<file path="src/rtl/mpu_chk_pkg.sv">
package mpu_chk_pkg;

  typedef enum logic [1:0] {
    ACC_READ  = 2'b00,
    ACC_WRITE = 2'b01,
    ACC_EXEC  = 2'b10,
    ACC_NONE  = 2'b11
  } acc_kind_e;

  localparam int CTRL_W     = 32;
  localparam int PID_MAX_W  = 16;

  localparam logic [2:0] WORD_START = 3'd0;
  localparam logic [2:0] WORD_END   = 3'd1;
  localparam logic [2:0] WORD_CTRL  = 3'd2;
  localparam logic [2:0] WORD_PID   = 3'd3;
  localparam logic [2:0] WORD_CTRLA = 3'd4;

  // Effective {read, write, fetch} rights of one master in one region.
  // LSB-based view: masters 0..3 own six-bit slices from bit 0 upward
  // ({flag, code[1:0], r, w, x} high to low), masters 4..7 own two-bit
  // slices from bit 24 upward ({re, we} high to low).
  function automatic logic [2:0] master_rwx(input logic [CTRL_W-1:0] ctrl,
                                            input logic [2:0] mst,
                                            input logic super_lvl);
    logic [2:0] um;
    logic [1:0] sm;
    logic       re;
    logic       we;
    int         base;
    logic [2:0] res;
    if (mst[2]) begin
      base = 24 + 2 * int'(mst[1:0]);
      we   = ctrl[base];
      re   = ctrl[base+1];
      res  = {re, we, re};
    end else begin
      base = 6 * int'(mst[1:0]);
      um   = ctrl[base +: 3];
      sm   = ctrl[base+3 +: 2];
      if (!super_lvl) begin
        res = um;
      end else begin
        case (sm)
          2'b00:   res = 3'b111;
          2'b01:   res = 3'b101;
          2'b10:   res = 3'b110;
          default: res = um;
        endcase
      end
    end
    return res;
  endfunction

  function automatic logic pid_flag(input logic [CTRL_W-1:0] ctrl,
                                    input logic [2:0] mst);
    logic f;
    if (mst[2]) f = 1'b0;
    else        f = ctrl[6 * int'(mst[1:0]) + 5];
    return f;
  endfunction

  function automatic logic pid_match(input logic [PID_MAX_W-1:0] pid,
                                     input logic [PID_MAX_W-1:0] rpid,
                                     input logic [PID_MAX_W-1:0] mask);
    return ((pid ^ rpid) & ~mask) == '0;
  endfunction

  function automatic logic kind_allowed(input logic [2:0] rwx,
                                        input logic [1:0] kind);
    logic ok;
    case (kind)
      ACC_READ:  ok = rwx[2];
      ACC_WRITE: ok = rwx[1];
      ACC_EXEC:  ok = rwx[0];
      default:   ok = 1'b0;
    endcase
    return ok;
  endfunction

endpackage

</file>
<file path="src/rtl/mpu_region_store.sv">
module mpu_region_store
  import mpu_chk_pkg::*;
#(
  parameter int NUM_REGIONS = 4,
  parameter int ADDR_W      = 32,
  parameter int PID_W       = 8,
  parameter int RIDX_W      = 2,
  parameter int CFG_AW      = 5
) (
  input  logic                                  clk,
  input  logic                                  rst_n,
  input  logic                                  cfg_we,
  input  logic [CFG_AW-1:0]                     cfg_addr,
  input  logic [31:0]                           cfg_wdata,
  output logic [31:0]                           cfg_rdata,
  output logic [NUM_REGIONS-1:0][ADDR_W-1:0]    start_q,
  output logic [NUM_REGIONS-1:0][ADDR_W-1:0]    end_q,
  output logic [NUM_REGIONS-1:0][CTRL_W-1:0]    ctrl_q,
  output logic [NUM_REGIONS-1:0][PID_W-1:0]     rpid_q,
  output logic [NUM_REGIONS-1:0][PID_W-1:0]     mask_q,
  output logic                                  ctrl_wr_strobe,
  output logic [RIDX_W-1:0]                     ctrl_wr_idx
);

  logic [2:0]        word_sel;
  logic [RIDX_W-1:0] ridx;
  logic              ridx_ok;

  assign word_sel = cfg_addr[2:0];
  assign ridx     = cfg_addr[CFG_AW-1:3];
  assign ridx_ok  = (int'(ridx) < NUM_REGIONS);

  // Both control-word offsets land on the same store.
  assign ctrl_wr_strobe = cfg_we && ridx_ok &&
                          (word_sel == WORD_CTRL || word_sel == WORD_CTRLA);
  assign ctrl_wr_idx    = ridx;

  for (genvar g = 0; g < NUM_REGIONS; g++) begin : g_reg
    logic sel;
    assign sel = cfg_we && ridx_ok && (int'(ridx) == g);
    always_ff @(posedge clk or negedge rst_n) begin
      if (!rst_n) begin
        start_q[g] <= '0;
        end_q[g]   <= '0;
        ctrl_q[g]  <= '0;
        rpid_q[g]  <= '0;
        mask_q[g]  <= '0;
      end else if (sel) begin
        case (word_sel)
          WORD_START: start_q[g] <= cfg_wdata[ADDR_W-1:0];
          WORD_END:   end_q[g]   <= cfg_wdata[ADDR_W-1:0];
          WORD_CTRL,
          WORD_CTRLA: ctrl_q[g]  <= cfg_wdata;
          WORD_PID: begin
            rpid_q[g] <= cfg_wdata[16 +: PID_W];
            mask_q[g] <= cfg_wdata[0 +: PID_W];
          end
          default: ;
        endcase
      end
    end
  end

  always_comb begin
    cfg_rdata = '0;
    if (ridx_ok) begin
      case (word_sel)
        WORD_START: cfg_rdata = 32'(start_q[ridx]);
        WORD_END:   cfg_rdata = 32'(end_q[ridx]);
        WORD_CTRL,
        WORD_CTRLA: cfg_rdata = ctrl_q[ridx];
        WORD_PID:   cfg_rdata = (32'(rpid_q[ridx]) << 16) | 32'(mask_q[ridx]);
        default:    cfg_rdata = '0;
      endcase
    end
  end

endmodule

</file>
<file path="config.mk">
export PLATFORM = sky130hd
export DESIGN_NAME = mpu_region_store
export DESIGN_NICKNAME = d
export VERILOG_FILES = /design/src/rtl/mpu_chk_pkg.sv /design/src/rtl/mpu_region_store.sv
export SDC_FILE = /design/constraint.sdc
export NUM_CORES = 1
export LEC_CHECK = 0
export ABC_AREA = 1
export BUFFER_PORTS_ARGS = -buffer_cell sky130_fd_sc_hd__buf_4
export CAP_MARGIN = 20
export CORE_AREA = 2 2 206 208
export CTS_BUF_LIST = sky130_fd_sc_hd__clkbuf_4 sky130_fd_sc_hd__clkbuf_8 sky130_fd_sc_hd__clkbuf_16
export DETAILED_ROUTE_END_ITERATION = 8
export DIE_AREA = 0 0 208 210
export HOLD_SLACK_MARGIN = 0.06
export PLACE_DENSITY_LB_ADDON = 0.2
export SYNTH_ARGS = -nofsm -noshare
export SYNTH_HDL_FRONTEND = slang
export SYNTH_SLANG_ARGS = --single-unit
</file>
<file path="constraint.sdc">
create_clock -name clk -period 2.2 [get_ports clk]
set_input_delay 0.44 -clock clk [delete_from_list [all_inputs] [get_ports clk]]
set_output_delay 0.44 -clock clk [all_outputs]
set_load 0.1 [all_outputs]
</file>
==> flow_summary.toml <==
[logic_synthesis]
synth_seq_cells = 448
synthesis.area_um2 = 20500
synth_top_area_frac = 0.5469
yosysWarnings = 0
ys_seq_area_frac = 0.5469
synthDistinctLibCells = 20
synthCells = 2643
yosysTopAreaCell = "dfrtp_1"
syn_avg_cell_area_um2 = 7.755
synth_fp_nets = 2683
synth.top_cells.by_area = "dfrtp_1 55%, nand2_1 23%, o21ai_0 10%, nand3_1 3.9%, clkbuf_1 2.6%"

[floorplan]
rows = 75
die_w_um = 208
design.core.area_um2 = 41480
die_area_um2 = 43680
initial_core_util = 0.4942
ioPinCount = 523
die_h_um = 210

[grt]
first_global_vias = 20274
met1_usage = 0.4864
grt.met3_usage = 0.08716
use_met2 = 0.5977
grt_max_degree = 75
grt_most_used_layer = "met2"
grt_overflow = 0
grt_first_pass_wirelength_um = 126200
antenna_found_initial = 0
track_usage = 0.3802

[power]
peakVddDrop_mv = 1.045
power_density_nw_per_um2 = 1374
p_total_uw = 40340
leakagePower_uw = 0.01542

[drt]
drt-wirelength-per-cell_um = 22.70
postRouteAntennaNets = 0
vias_per_cell = 5.707
vias = 21836
drtIter0Drc = 2411
drt-pass1-iter-count = 6
route.detailed.drc = 0
wirelength_um = 86850

[final_layout]
stdcell_area_um2 = 29370
fin_util = 0.7080
final_common_cell = "nand2_1"
layout.nets = 3295
drive_gt1_frac = 0.2960
antenna_cells = 0
syn_to_final_growth_pct = 43.27
layout.cells.non_filler = 3826
final_cell_mix = "1187 x nand2_1, 664 x buf_4, 442 x dfrtp_1"

[sta]
post-route-period-util = 1.018
setup_viol = 1
skew_ns = 0
layout_min_cycle_time_ns = 2.239
report.final.slew_viol_count = 0
fmax_ghz = 0.4465
grt_setup_unrepaired = "true"
final.setup.tns_ns = -0.03940
hold_viol = 0
layout_setup_ws_ns = -0.03940
max_slew.worst_pin.slew_ns = 0.7341
max_slew_margin = 0.5100

[worst_setup_path]
cp-end-kind = "output pin"
timing.rr.end = "ctrl_q[113]$_DFFE_PN0P_"
slowest_delay_ns = 0.40
rrSetupSlack_ns = 1.23
reg2regPathDepth = 4
start_kind = "flop"
required_ns = 1.76
path_cells = "nand3_1 -> nand4_1 -> nand2_2 -> nand3_4 -> buf_12"
criticalPathCategory = "reg -> out"
path_max_fanout = 2
crit_slowest_cell = "dfrtp_1"
rr_startpoint = "ctrl_q[113]$_DFFE_PN0P_"
cp_data_arrival_time_ns = 1.80

[clock_network]
htree_levels = 2
cts_sinks = 448
cts-root-buf = "clkbuf_16"
clk_pin_slew_ns = 0.06
clock_latency_ns = 0.59
cts_tree = "done"
clock_path_buffers = 3
cts_buffers = 48

[min_path]
holdPathEnd = "end_q[61]$_DFFE_PN0P_"
min_path_cells = 3
hold_path_startpoint = "cfg_wdata[29]"
hold_path.class = "in -> reg"

[placement]
placed_cell_area_um2 = 26350
dp.cells = 3625
portBuffers = 522
hpwl_um = 59310
place_congestion = 0.9510

[status]
violations = "setup timing"
outcome = "complete, but fails checks"

[flow_run]
maxCapViolCount = 0
## final cells by class
type                    count  area (µm²)
fillers                  3291       12110
flip-flops and latches    448       11220
multi-input cells        1918        8607
repair buffers            769        7029
clock buffers              65        1395
well taps                 539       674.4
inverters                  69       279.0
clock inverters            17       157.7
repair inverters            1       6.256
## report_power, final
part | switching (µW) | total (µW) | leakage [µW] | internal [µW]
clock network | 3420 | 8090 | 0.000777 | 4670
logic | 16500 | 20800 | 0.00888 | 4300
registers | 1590 | 11500 | 0.00576 | 9870
total | 21500 | 40300 | 0.0154 | 18800
## through the flow
stage               hold WS (ns)  worst slack, ns
floorplan                 0.1444         -0.07623
global placement          0.3777          -0.1216
detailed placement        0.3835          -0.1263
CTS                       0.2786         -0.05775
global route              0.3253         -0.05377
finish                    0.2903         -0.03940
## sequential cells by signal, summed over array words and instances, names as in the netlist
register	count
ctrl_q	128
rpid_q	32
start_q	128
end_q	128
mask_q	32
## critical path: cells and delay by family (launching register included)
| kind | cells | cell delay (ns) |
|---|---|---|
| buffers and inverters | 1 | 0.18 |
| AND/OR/NAND/NOR | 4 | 0.61 |
| flip-flops | 1 | 0.40 |
## how the worst max path moves through the flow
stage,startpoint,to,slack [ns],depth (start not counted)
6_report,ctrl_q[25]$_DFFE_PN0P_,cfg_rdata[25],-0.04,5
5_1_grt,start_q[119]$_DFFE_PN0P_,cfg_rdata[23],-0.05,9
4_1_cts,ctrl_q[57]$_DFFE_PN0P_,cfg_rdata[25],-0.06,5
3_5_place_dp,cfg_addr[3],cfg_rdata[7],-0.13,12
3_3_place_gp,cfg_addr[3],cfg_rdata[7],-0.12,12
2_1_floorplan,cfg_addr[0],ctrl_wr_strobe,-0.08,3
## synthesized netlist by cell type, drive strengths merged
library cell and instances:
nor3 7, nor2 5, o21ai 448, clkbuf 142, a21oi 1, nand3 160
nand4 48, inv 69, dfrtp 448, buf 66, nand2 1249
## logic make-up after synthesis
family	share of synthesized area
buf+inv	0.05421
simple gates	0.2892
compound gates	0.1096
flops	0.5469
## routing by layer
metal  up-vias  wire (µm)  share of wire
met5         -          0              0
met4         0       5852          0.067
met3       284       9294           0.11
met2      1381      39910           0.46
met1     10456      31790           0.37
li1       9715          -              -
## repair_timing
item | 4_1_cts | 5_1_grt
pin swaps | 8 | 29
resized for setup | 82 | 77
cloned | 1 | 4
endpoints found under the hold margin | 33 | 0
hold buffers | 1 | 0
buffers inserted | 32 | 81
setup endpoints to repair | 29 | 32
Power figures use the tool's default switching activity.
